<file path="config.mk">
export PLATFORM = sky130hd
export DESIGN_NAME = resck_adder
export DESIGN_NICKNAME = d
export VERILOG_FILES = /design/src/rtl/resck_pkg.sv /design/src/rtl/resck_eac_add.sv /design/src/rtl/resck_main_addsub.sv /design/src/rtl/resck_fold.sv /design/src/rtl/resck_check_path.sv /design/src/rtl/resck_adder.sv
export SDC_FILE = /design/constraint.sdc
export NUM_CORES = 1
export LEC_CHECK = 0
export BUFFER_PORTS_ARGS = -buffer_cell sky130_fd_sc_hd__buf_2
export CORE_UTILIZATION = 40
export DETAILED_ROUTE_END_ITERATION = 7
export GPL_TIMING_DRIVEN = 0
export HOLD_SLACK_MARGIN = 0.06
export PLACE_DENSITY = 0.67
export SKIP_LAST_GASP = 1
export SLEW_MARGIN = 10
export SYNTH_ARGS = -nofsm -noshare
export SYNTH_HDL_FRONTEND = slang
export SYNTH_SLANG_ARGS = --single-unit
</file>
<file path="constraint.sdc">
create_clock -name clk -period 1.8 [get_ports clk]
set_input_delay 0.36 -clock clk [delete_from_list [all_inputs] [get_ports clk]]
set_output_delay 0.36 -clock clk [all_outputs]
set_load 0.03 [all_outputs]
</file>
<file path="src/rtl/resck_pkg.sv">
package resck_pkg;

   typedef enum logic {
      OP_ADD = 1'b0,
      OP_SUB = 1'b1
   } resck_op_e;

   // number of a-bit slices needed to cover a w-bit word
   function automatic int slice_count(input int w, input int a);
      return (w + a - 1) / a;
   endfunction

   // 2^w mod (2^a - 1) equals 2^(w mod a); return that exponent
   function automatic int wrap_shift(input int w, input int a);
      return w % a;
   endfunction

endpackage

</file>
<file path="src/rtl/resck_eac_add.sv">
module resck_eac_add #(
   parameter int AW = 4
) (
   input  logic [AW-1:0] a_i,
   input  logic [AW-1:0] b_i,
   output logic [AW-1:0] s_o
);
   // modulo 2^AW - 1 addition: carry out re-enters at weight 1
   logic [AW:0] raw;

   assign raw = {1'b0, a_i} + {1'b0, b_i};
   assign s_o = raw[AW-1:0] + AW'(raw[AW]);

endmodule

</file>
<file path="src/rtl/resck_main_addsub.sv">
module resck_main_addsub #(
   parameter int DATA_W = 16,
   parameter int IDX_W  = $clog2(DATA_W)
) (
   input  logic [DATA_W-1:0] x_i,
   input  logic [DATA_W-1:0] y_i,
   input  logic              sub_i,
   input  logic              fault_en_i,
   input  logic [IDX_W-1:0]  fault_bit_i,
   output logic [DATA_W-1:0] sum_o,
   output logic              wrap_o
);
   logic [DATA_W-1:0] y_term;
   logic [DATA_W:0]   full;
   logic [DATA_W-1:0] flip;

   assign y_term = sub_i ? ~y_i : y_i;
   assign full   = {1'b0, x_i} + {1'b0, y_term} + (DATA_W+1)'(sub_i);
   // wrap: carry out on add, missing carry (borrow) on subtract
   assign wrap_o = sub_i ? ~full[DATA_W] : full[DATA_W];
   assign flip   = fault_en_i ? (DATA_W'(1) << fault_bit_i) : '0;
   assign sum_o  = full[DATA_W-1:0] ^ flip;

endmodule

</file>
<file path="src/rtl/resck_fold.sv">
module resck_fold
   import resck_pkg::*;
#(
   parameter int DATA_W = 16,
   parameter int AW     = 4
) (
   input  logic [DATA_W-1:0] val_i,
   output logic [AW-1:0]     res_o
);
   localparam int NCH = slice_count(DATA_W, AW);

   logic [NCH*AW-1:0] padded;
   logic [AW-1:0]     acc [NCH];

   assign padded = (NCH*AW)'(val_i);
   assign acc[0] = padded[AW-1:0];

   for (genvar i = 1; i < NCH; i++) begin : g_fold
      resck_eac_add #(.AW(AW)) u_add (
         .a_i (acc[i-1]),
         .b_i (padded[i*AW +: AW]),
         .s_o (acc[i])
      );
   end

   // all-ones is the second spelling of zero
   assign res_o = (&acc[NCH-1]) ? '0 : acc[NCH-1];

endmodule

</file>
<file path="src/rtl/resck_check_path.sv">
module resck_check_path
   import resck_pkg::*;
#(
   parameter int DATA_W    = 16,
   parameter int AW        = 4,
   parameter bit INV_CHECK = 1'b0
) (
   input  logic [AW-1:0] chk_x_i,
   input  logic [AW-1:0] chk_y_i,
   input  logic          sub_i,
   input  logic          wrap_i,
   output logic [AW-1:0] pred_o
);
   localparam int          KSH   = wrap_shift(DATA_W, AW);
   localparam logic [AW-1:0] KWRAP = AW'(1) << KSH;

   resck_op_e     op;
   logic [AW-1:0] dx, dy, y_term, w_term, s1, s2;

   assign op = resck_op_e'(sub_i);

   if (INV_CHECK) begin : g_inv
      assign dx = ~chk_x_i;
      assign dy = ~chk_y_i;
   end else begin : g_plain
      assign dx = chk_x_i;
      assign dy = chk_y_i;
   end

   always_comb begin
      y_term = (op == OP_SUB) ? ~dy : dy;
      if (!wrap_i)
         w_term = '0;
      else if (op == OP_SUB)
         w_term = KWRAP;
      else
         w_term = ~KWRAP;
   end

   resck_eac_add #(.AW(AW)) u_opnd (.a_i(dx), .b_i(y_term), .s_o(s1));
   resck_eac_add #(.AW(AW)) u_wrap (.a_i(s1), .b_i(w_term), .s_o(s2));

   assign pred_o = (&s2) ? '0 : s2;

endmodule

</file>
<file path="src/rtl/resck_adder.sv">
module resck_adder #(
   parameter int DATA_W    = 16,
   parameter int RES_A     = 4,
   parameter bit INV_CHECK = 1'b0
) (
   input  logic                      clk,
   input  logic                      rst_n,
   input  logic                      in_valid,
   input  logic                      sub_op,
   input  logic [DATA_W-1:0]         op_x,
   input  logic [RES_A-1:0]          chk_x,
   input  logic [DATA_W-1:0]         op_y,
   input  logic [RES_A-1:0]          chk_y,
   input  logic                      fault_en,
   input  logic [$clog2(DATA_W)-1:0] fault_bit,
   output logic                      out_valid,
   output logic [DATA_W-1:0]         result,
   output logic [RES_A-1:0]          result_chk,
   output logic                      err
);
   localparam int IDX_W = $clog2(DATA_W);

   if (RES_A < 2) begin : g_bad_a
      $error("RES_A must be at least 2");
   end
   if (DATA_W < RES_A) begin : g_bad_w
      $error("DATA_W must not be smaller than RES_A");
   end

   logic [DATA_W-1:0] sum_d;
   logic              wrap_d;
   logic [RES_A-1:0]  fold_d, pred_d, chk_store_d;
   logic              mism_d;

   resck_main_addsub #(.DATA_W(DATA_W), .IDX_W(IDX_W)) u_main (
      .x_i         (op_x),
      .y_i         (op_y),
      .sub_i       (sub_op),
      .fault_en_i  (fault_en),
      .fault_bit_i (fault_bit),
      .sum_o       (sum_d),
      .wrap_o      (wrap_d)
   );

   resck_fold #(.DATA_W(DATA_W), .AW(RES_A)) u_fold (
      .val_i (sum_d),
      .res_o (fold_d)
   );

   resck_check_path #(.DATA_W(DATA_W), .AW(RES_A), .INV_CHECK(INV_CHECK)) u_chk (
      .chk_x_i (chk_x),
      .chk_y_i (chk_y),
      .sub_i   (sub_op),
      .wrap_i  (wrap_d),
      .pred_o  (pred_d)
   );

   assign mism_d = (fold_d != pred_d);

   if (INV_CHECK) begin : g_out_inv
      assign chk_store_d = ~pred_d;
   end else begin : g_out_plain
      assign chk_store_d = pred_d;
   end

   always_ff @(posedge clk or negedge rst_n) begin
      if (!rst_n) begin
         out_valid  <= 1'b0;
         err        <= 1'b0;
         result     <= '0;
         result_chk <= '0;
      end else begin
         out_valid <= in_valid;
         err       <= in_valid & mism_d;
         if (in_valid) begin
            result     <= sum_d;
            result_chk <= chk_store_d;
         end
      end
   end

endmodule

</file>
# [After elaboration in Yosys (flattened, before gate mapping)]
# Index checks and enable logic that the tools add are counted.
# Widths: inputs -> output; s select.
[totals] register_bits=22 inputBits=49 output_inout_bits=22 wordCells=33
[op_classes] addsub=12 eq_ne=1 n_shift=1 n_mux=8 bitwise_logic=5 n_reduce_logical=2
[ops] operator="$mux 16" count=2
[ops] operator="$add 4x4->5" count=5
[ops] operator="$add 4x1->4" count=5
[ops] operator="$mux 4" count=5
[ops] operator="$add 16x16->17" count=1
[ops] operator="$add 17x1->17" count=1
[ops] operator="$not 16->16" count=1
[ops] operator="$shl 1x4->16 const A" count=1
[ops] operator="$xor 16x16->16" count=1
[ops] operator="$reduce_and 4->1" count=2
[ops] operator="$ne 4x4->1" count=1
[ops] operator="$not 4->4" count=1
[ops] operator="$and 1x1->1" count=1
[ops] operator="$mux 1" count=1
[ops] operator="$not 1->1" count=1

# [Longest topological paths before layout]
# Gate-level depths: netlist of run 1.
[depth] word_depth=15 ltp_mapped=32 mapped_depth_nobuf=31

# [Modules after synthesis]
# From an unflattened synthesis of run 1, not the netlist that was laid out.
[unflattened] hier_cells=371 hier_area_um2=3337.0
[by_module_without_submodules] module="resck_main_addsub" n_inst=1 cells_per_inst=166 area_each_um2=1218.7 seq_area_each_um2=0.0
[by_module_without_submodules] module="resck_eac_add" n_inst=5 cells_per_inst=27 area_each_um2=230.2 seq_area_each_um2=0.0
[by_module_without_submodules] module="resck_adder" n_inst=1 cells_per_inst=49 area_each_um2=837.1 seq_area_each_um2=550.5
[by_module_without_submodules] module="resck_check_path" n_inst=1 cells_per_inst=14 area_each_um2=91.3 seq_area_each_um2=0.0
[by_module_without_submodules] module="resck_fold" n_inst=1 cells_per_inst=7 area_each_um2=38.8 seq_area_each_um2=0.0

# [Least setup slack after synthesis of run 1]
# No wires, ideal clock.
[synth_path] path_type="input -> register" startpoint="in sub_op" endpoint="reg err" setup_ns=0.136 t_arrival_ns=6.442 required_ns=1.664 slack_ns=-4.778 path_stages=31 n_path_buf=1 path_cell_list="buf_1 > xor2_1 > fa_1 > a21o_1 > a21o_1 > a21o_1 > a21oi_1 > xor2_1 > ha_1 > nor2b_1 > o21ai_0 > nand2b_1 > ha_1 > ha_1 > xnor2_1 > ha_1 > nor2b_1 > o21ai_0 > nand2b_1 > ha_1 > ha_1 > fa_1 > a21o_1 > a21o_1 > ha_1 > ha_1 > xnor2_1 > nor2_1 > and2_1 > o32ai_1 > a31oi_1"
[synth_between] elab_chain_len=14 elab_cells_between_ends=25 cone_classes="add/sub (12); eq/ne (1); mux (7); bitwise (3); reduce/logical (2)"
[synth_lines] item="start, declared" line="resck_adder.sv:9" source="input logic sub_op,"
[synth_lines] item="$mux 16" line="resck_main_addsub.sv:17" source="assign y_term = sub_i ? ~y_i : y_i;"
[synth_lines] item="$add 16x16->17" line="resck_main_addsub.sv:18" source="assign full = {1'b0, x_i} + {1'b0, y_term} + (DATA_W+1)'(sub_i);"
[synth_lines] item="$add 17x1->17 *" line="resck_main_addsub.sv:18"
[synth_lines] item="$xor 16x16->16 *" line="resck_main_addsub.sv:22" source="assign sum_o = full[DATA_W-1:0] ^ flip;"
[synth_lines] item="via sum_d[6]" line="resck_adder.sv:30" source="logic [DATA_W-1:0] sum_d;"
[synth_lines] item="$add 4x4->5 *" line="resck_eac_add.sv:11" source="assign raw = {1'b0, a_i} + {1'b0, b_i};"
[synth_lines] item="$add 4x1->4 *" line="resck_eac_add.sv:12" source="assign s_o = raw[AW-1:0] + AW'(raw[AW]);"
[synth_lines] item="$add 4x4->5 *" line="resck_eac_add.sv:11"
[synth_lines] item="$add 4x1->4 *" line="resck_eac_add.sv:12"
[synth_lines] item="$add 4x4->5 *" line="resck_eac_add.sv:11"
[synth_lines] item="$add 4x1->4 *" line="resck_eac_add.sv:12"
[synth_lines] item="$reduce_and 4->1" line="resck_fold.sv:27" source="assign res_o = (&acc[NCH-1]) ? '0 : acc[NCH-1];"
[synth_lines] item="$mux 4 *" line="resck_fold.sv:27"
[synth_lines] item="$ne 4x4->1 *" line="resck_adder.sv:58" source="assign mism_d = (fold_d != pred_d);"
[synth_lines] item="$and 1x1->1 *" line="resck_adder.sv:74" source="err <= in_valid & mism_d;"
[synth_lines] item="end signal, assigned" line="resck_adder.sv:74"
[synth_lines] item="end, declared" line="resck_adder.sv:19" source="output logic err"
# Mark *: on every way through the listed nets, which the timed path passes. The rest lies on a longest branch.
# A chain may end at the register's enable or synchronous reset.

# [Final worst setup path of run 1]
[layout_path] startpoint="in op_y[0]" endpoint="reg err"
[layout_between] elab_chain_len=15 elab_cells_between_ends=22 cone_classes="add/sub (10); eq/ne (1); mux (5); bitwise (4); reduce/logical (2)"
[layout_lines] item="start, declared" line="resck_adder.sv:12" source="input logic [DATA_W-1:0] op_y,"
[layout_lines] item="$not 16->16" line="resck_main_addsub.sv:17"
[layout_lines] item="$mux 16 *" line="resck_main_addsub.sv:17"
[layout_lines] item="$add 16x16->17 *" line="resck_main_addsub.sv:18"
[layout_lines] item="$add 17x1->17 *" line="resck_main_addsub.sv:18"
[layout_lines] item="$xor 16x16->16 *" line="resck_main_addsub.sv:22"
[layout_lines] item="via sum_d[6]" line="resck_adder.sv:30"
[layout_lines] item="$add 4x4->5 *" line="resck_eac_add.sv:11"
[layout_lines] item="$add 4x1->4 *" line="resck_eac_add.sv:12"
[layout_lines] item="$add 4x4->5 *" line="resck_eac_add.sv:11"
[layout_lines] item="$add 4x1->4 *" line="resck_eac_add.sv:12"
[layout_lines] item="$add 4x4->5 *" line="resck_eac_add.sv:11"
[layout_lines] item="$add 4x1->4 *" line="resck_eac_add.sv:12"
[layout_lines] item="$reduce_and 4->1" line="resck_fold.sv:27"
[layout_lines] item="$mux 4 *" line="resck_fold.sv:27"
[layout_lines] item="$ne 4x4->1 *" line="resck_adder.sv:58"
[layout_lines] item="$and 1x1->1 *" line="resck_adder.sv:74"
# Marks and branches as above.

==> reports/qor.yml, run 1 <==
run_status:
  status: "complete, but fails checks"
  violations: "setup timing"
critical_path:
  critPathTopFamily: "adder cells"
  path_class: "input pin to register"
  arrival_ns: 6.21
  cpMostUsedCell: "a21o_1"
  crit_path_start_kind: "input pin"
  crit_path_max_incr_delay_ns: 0.39
  worst_path_max_delay_cell: "fa_2"
  rrSetupSlack_ns: 0.84
  cp-end-kind: "register"
  worstPathBufferInverterCount: 1
  required_ns: 1.93
  path_max_fanout: 3
sta:
  maxSlewHeadroom: 0.618
  finalWorstSetupSlack_ns: -4.28
  setup_violations: 15
  period_share: 3.38
  min_period_ns: 6.08
  slew_viol_final: 0
  worst_slew_pin_slew_ns: 0.573
  whs_ns: 0.0528
  rsz0062_at_grt: "yes"
  fmax_ghz: 0.164
  fin_worst_skew_ns: 0
  report.final.hold_viol_count: 0
layout:
  area_delta_synth_final_pct: 48.7
  regArea_um2: 551
  multiInputGateArea_um2: 3120
  fin_nets: 578
  utilization: 0.613
  final_cell_area_um2: 4710
  fillers: 658
  n_antenna_cell: 0
  drive_above_1_share: 0.417
synthesis:
  netlist_area_um2: 3170
  synthCells: 365
  ys_warn_count: 0
  synth_cell_types: 47
  async_flop_share: 1.00
  synth.most_common_cell: "ha_1"
  synthTopCellsByCount: "ha_1 (45), xor2_1 (34), nor2_1 (32)"
  yosysTopAreaCell: "ha_1"
  ys_ff_latch: 22
  ys_seq_area_frac: 0.174
  syn-num-nets: 465
  synth_edf_count: 0
  synth_area_leaders: "ha_1 (18%), dfrtp_1 (17%), xor2_1 (9.4%)"
  synth.avg_cell_area_um2: 8.68
  synth-main-ff-cell: "dfrtp_1"
  synth_top_cell_area_share: 0.178
clock_tree:
  cts_root_buf: "clkbuf_8"
  ctsHtreeMaxLevel: 1
  cts_sinks: 22
  clk_path_buf_depth: 2
  cts_buffers: 3
  clk_pin_slew_worst_paths_ns: 0.08
  cts_tree: "done"
  clock_latency_ns: 0.26
  cts_hold_buf: 0
global_routing:
  grt_pass1_wl_um: 13700
  grt_pass1_vias: 3013
  grt_max_degree: 23
  overflow: 0
  track_usage: 0.204
  antenna_found_initial: 0
detailed_routing:
  vias: 3053
  route.detailed.drc: 0
  first_pass_iters: 4
  drt_iter0_drc: 83
  wl_per_cell_um: 14.8
  wl_um: 8550
  via_per_inst: 5.27
  ant_nets: 0
min_path:
  hold_path.class: "input pin to asynchronous set/reset pin"
flow_run:
  maxCapViolCount: 0
floorplan:
  die_h_um: 91.0
  initial_utilization: 0.412
  coreArea_um2: 7690
  die_area_um2: 8280
  std_cell_rows: 32
  pin_count: 71
  die_w_um: 91.0
placed_design:
  placed_area_um2: 3900
  pre_cts_slack_ns: -4.73
  dp_hpwl_um: 6100
  gp_congestion: 0.842
  portBuffers: 68
per-layer routing:
metal,GRT usage,vias to the layer above,part of all wire
li1,-,1511,-
met1,0.257,1454,0.44
met2,0.364,72,0.51
met3,0.0109,16,0.028
met4,0.0794,0,0.025
met5,0,-,0
final timing paths:
kind	start	endpoint	depth (start not counted)
worst max register to register	result[13]$_DFFE_PN0P_	result[13]$_DFFE_PN0P_	2
min in group clk	in_valid	out_valid$_DFF_PN0_	1
worst max-delay path	op_y[0]	err$_DFF_PN0_	31
max in group asynchronous	rst_n	err$_DFF_PN0_	1
worst min register to register	result_chk[0]$_DFFE_PN0P_	result_chk[0]$_DFFE_PN0P_	1
worst min-delay path	rst_n	result[6]$_DFFE_PN0P_	1
cells by family after synthesis:
family,Yosys count,synth area share
AO/OA/AOI/OAI,88,0.199
adder cells (fa/ha/maj),51,0.216
multiplexers,9,0.0312
AND/OR/NAND/NOR,95,0.147
XOR/XNOR,67,0.195
buffers and inverters,33,0.0391
flip-flops,22,0.174
cell type report:
type | count | area share
multi-input cells | 310 | 0.661
repair buffers | 109 | 0.152
flip-flops and latches | 22 | 0.117
well taps | 102 | 0.0271
inverters | 22 | 0.0175
plain buffers | 10 | 0.0138
clock buffers | 4 | 0.0117
per-stage QoR:
| step | cells | TNS (ns) |
|---|---|---|
| final | 579 | -21.37 |
| after global routing | 579 | -23.43 |
| after CTS | 565 | -22.68 |
| after detailed placement | 535 | -24.27 |
| after global placement | 535 | -23.68 |
| after floorplan | 365 | -16.65 |
state kept, by name (all words and copies together), names as in the netlist:
signal      cells
result         16
err             1
out_valid       1
result_chk      4
cells in the final DEF (no fill, tap or decap), types with 13 or more instances in the layout:
cell type,count
nand2_1,17
buf_6,13
xnor2_1,24
buf_2,66
xor2_1,25
a21oi_1,16
inv_1,21
dfrtp_1,22
nor2_1,29
ha_1,24
a21o_1,19
ha_4,14
buf_4,30
what timing repair did:
action | 4_1_cts | 5_1_grt
endpoints found under the setup margin | 17 | 17
buffers inserted | 27 | 22
hold endpoints to repair | 0 | 0
pin swaps | 34 | 30
gates resized for setup | 46 | 40
Power of run 1 is not shown: default switching activity piles up to over one toggle a cycle in this logic, so the estimate is an artifact.
==> inputs of run 2 (changes only) <==
--- a/config.mk
+++ b/config.mk
@@ -5,6 +5,7 @@
 export SDC_FILE = /design/constraint.sdc
 export NUM_CORES = 1
 export LEC_CHECK = 0
+export ABC_AREA = 1
 export BUFFER_PORTS_ARGS = -buffer_cell sky130_fd_sc_hd__buf_2
 export CORE_UTILIZATION = 40
 export DETAILED_ROUTE_END_ITERATION = 7
==> run 2 against run 1 <==
The flow still finishes with violations (setup timing). Via count grew 21%. Register-to-register slack gained 0.31 ns. Utilization grew 9.2 points. Clock skew is the same. Maximum frequency grew 1.4%. Synthesized cell count grew 25%. Final area grew 11%. Largest cell class unchanged. Critical endpoint unchanged. Critical path depth grew 7. Clock-buffer cell count shrank 1.
==> reports/qor.yml, run 2 <==
sta:
  report.final.hold_viol_count: 0  # unchanged
  fin_setup_tns_ns: -32.08  # was -21.37 ns
  min_period_ns: 6.00  # was 6.08 ns
  worst_slew_pin_slew_ns: 0.496  # was 0.573 ns
  finalWorstSetupSlack_ns: -4.20  # was -4.28 ns
  fmax_ghz: 0.167  # was 0.164 GHz
  setup_violations: 18  # was 15
  rsz0062_at_grt: "yes"  # unchanged
  maxSlewHeadroom: 0.667  # was 0.618
  fin_worst_skew_ns: 0  # unchanged
  slew_viol_final: 0  # unchanged
  period_share: 3.33  # was 3.38
floorplan:
  coreArea_um2: 7450  # was 7690 um^2
  die_h_um: 90.8  # was 91.0 um
  pin_count: 71  # unchanged
  die_area_um2: 8240  # was 8280 um^2
  std_cell_rows: 31  # was 32
  initial_utilization: 0.423  # was 0.412
  die_w_um: 90.8  # was 91.0 um
clock_tree:
  clk_path_buf_depth: 2  # unchanged
  cts_buffers: 3  # unchanged
  cts_sinks: 22  # unchanged
  clock_latency_ns: 0.25  # was 0.26 ns
  cts_tree: "done"  # unchanged
  ctsHtreeMaxLevel: 1  # unchanged
  cts_root_buf: "clkbuf_8"  # unchanged
  clk_pin_slew_worst_paths_ns: 0.07  # was 0.08 ns
  cts_hold_buf: 0  # unchanged
detailed_routing:
  first_pass_iters: 5  # was 4
  vias: 3690  # was 3053
  route.detailed.drc: 0  # unchanged
  drt_iter0_drc: 177  # was 83
  wl_per_cell_um: 14.9  # was 14.8 um
  via_per_inst: 5.10  # was 5.27
  wl_um: 10800  # was 8550 um
  ant_nets: 0  # unchanged
layout:
  drive_above_1_share: 0.457  # was 0.417
  final_cell_mix: "nand2_1 (95), buf_2 (69), inv_1 (54)"  # was buf_2 (66), buf_4 (30), nor2_1 (29)
  multiInputGateArea_um2: 2960  # was 3120 um^2
  final_common_cell: "nand2_1"  # was buf_2
  fin_nets: 726  # was 578
  regArea_um2: 551  # unchanged
  regMostFlops: "result"  # unchanged
  largestRegisters: "result x16, result_chk x4"  # unchanged
  largest_register_ffs: 16  # unchanged
  fillers: 550  # was 658
  n_antenna_cell: 0  # unchanged
  area_delta_synth_final_pct: 66.5  # was 48.7%
synthesis:
  async_flop_share: 1.00  # unchanged
  synth_top_cell_area_share: 0.179  # was 0.178
  synth.avg_cell_area_um2: 6.92  # was 8.68 um^2
  netlist_area_um2: 3150  # was 3170 um^2
  synthCells: 455  # was 365
  synthTopCellsByCount: "nand2_1 (133), inv_1 (58), ha_1 (45), xor2_1 (45), nor2_1 (28)"  # was ha_1 (45), xor2_1 (34), nor2_1 (32)
  ys_ff_latch: 22  # unchanged
  synth_area_leaders: "ha_1 (18%), dfrtp_1 (17%), nand2_1 (16%)"  # was ha_1 (18%), dfrtp_1 (17%), xor2_1 (9.4%)
  synth-main-ff-cell: "dfrtp_1"  # unchanged
  synth_cell_types: 29  # was 47
  yosysTopAreaCell: "ha_1"  # unchanged
  synth.most_common_cell: "nand2_1"  # was ha_1
  syn-num-nets: 555  # was 465
  ys_seq_area_frac: 0.175  # was 0.174
  ys_warn_count: 0  # unchanged
  synth_edf_count: 0  # unchanged
placed_design:
  portBuffers: 69  # was 68
  gp_congestion: 0.856  # was 0.842
  dp_hpwl_um: 6130  # was 6100 um
global_routing:
  track_usage: 0.225  # was 0.204
  grt_pass1_vias: 3368  # was 3013
  overflow: 0  # unchanged
  grt_max_degree: 23  # unchanged
  antenna_found_initial: 0  # unchanged
  grt_pass1_wl_um: 15200  # was 13700 um
critical_path:
  path_max_fanout: 5  # was 3
  path_class: "input pin to register"  # unchanged
  crit_path_start_kind: "input pin"  # unchanged
  required_ns: 1.93  # about the same
  cp-end-kind: "register"  # unchanged
  worst_path_max_delay_cell: "fa_2"  # unchanged
  crit_path_max_incr_delay_ns: 0.38  # was 0.39 ns
  arrival_ns: 6.12  # was 6.21 ns
flow_run:
  maxCapViolCount: 0  # unchanged
run_status:
  violations: "setup timing"  # unchanged
  status: "complete, but fails checks"  # unchanged
min_path:
  hold_path.class: "input pin to asynchronous set/reset pin"  # unchanged
-- run 2: changes by cell type in the layout (fill, tap and decap cells not counted), moves of 11 or more --
cell | previous run | this run
xnor2_1 | 24 | 9
buf_6 | 13 | 53
xor2_1 | 25 | 36
nand2_2 | 0 | 24
nand2_4 | 1 | 14
buf_4 | 30 | 42
nand2_1 | 17 | 95
a21o_1 | 19 | 2
inv_1 | 21 | 54
-- run 2: critical path, delay by kind of cell --
kind	cells	cell delay, ns
fa+ha+maj	10	2.83
simple gates	13	1.18
xor+xnor	2	0.37
buf+inv	9	0.92
compound gates	4	0.45
-- run 2: path summary, 6_finish.rpt --
| check | startpoint | endpoint | slack, ns | cells after the start |
|---|---|---|---|---|
| max in group asynchronous | rst_n | result_chk[0]$_DFFE_PN0P_ | 1.43 | 1 |
| min in group clk | in_valid | out_valid$_DFF_PN0_ | 0.22 | 1 |
| hold reg to reg | result[6]$_DFFE_PN0P_ | result[6]$_DFFE_PN0P_ | 0.48 | 2 |
| setup / recovery | sub_op | err$_DFF_PN0_ | -4.20 | 38 |
| setup reg to reg | result[1]$_DFFE_PN0P_ | result[1]$_DFFE_PN0P_ | 1.15 | 2 |
| hold / removal | rst_n | out_valid$_DFF_PN0_ | 0.05 | 1 |
-- run 2: cell type report --
cell class | instances | share of cell area
Tap cell | 99 | 0.0236
Timing Repair Buffer | 166 | 0.249
Multi-Input combinational cell | 367 | 0.564
Sequential cell | 22 | 0.105
Clock buffer | 3 | 0.00787
Buffer | 7 | 0.00906
Inverter | 59 | 0.0422
-- run 2: through the flow --
step | std cells | setup WS [ns] | utilization | hold slack, ns | cell area (um^2)
after detailed placement | 623 | -4.49 | 0.514 | 0.340 | 3830
after global placement | 623 | -4.43 | 0.514 | 0.338 | 3830
after CTS | 699 | -4.00 | 0.639 | 0.0636 | 4760
final | 723 | -4.20 | 0.704 | 0.0509 | 5250
after global routing | 723 | -4.49 | 0.704 | 0.0841 | 5250
after floorplan | 455 | -3.77 | - | 0.0644 | 3360
-- run 2: layer usage --
metal / vias to the layer above / routed length [um] / global-route usage
met5: - / 0 / 0
met4: 0 / 697 / 0.0914
met3: 56 / 637 / 0.0185
met1: 1683 / 4080 / 0.277
met2: 154 / 5380 / 0.401
li1: 1797 / - / -
-- run 2: cell families (layout without fill, tap and decap cells) --
family                   count (synthesis)  after routing  share of synthesized area
AND/OR/NAND/NOR                        205            205                      0.275
buffers and inverters                   66            235                     0.0798
XOR/XNOR                                56             56                      0.156
AO/OA/AOI/OAI                           55             55                     0.0981
adder cells (fa/ha/maj)                 51             51                      0.217
flip-flops                              22             22                      0.175
-- run 2: repair_timing --
item / in CTS / in global routing
pin swaps: 54 / 74
setup endpoints to repair: 17 / 18
gates resized for setup: 97 / 72
buffers inserted: 88 / 34
Power of run 2 is left out for the same reason.
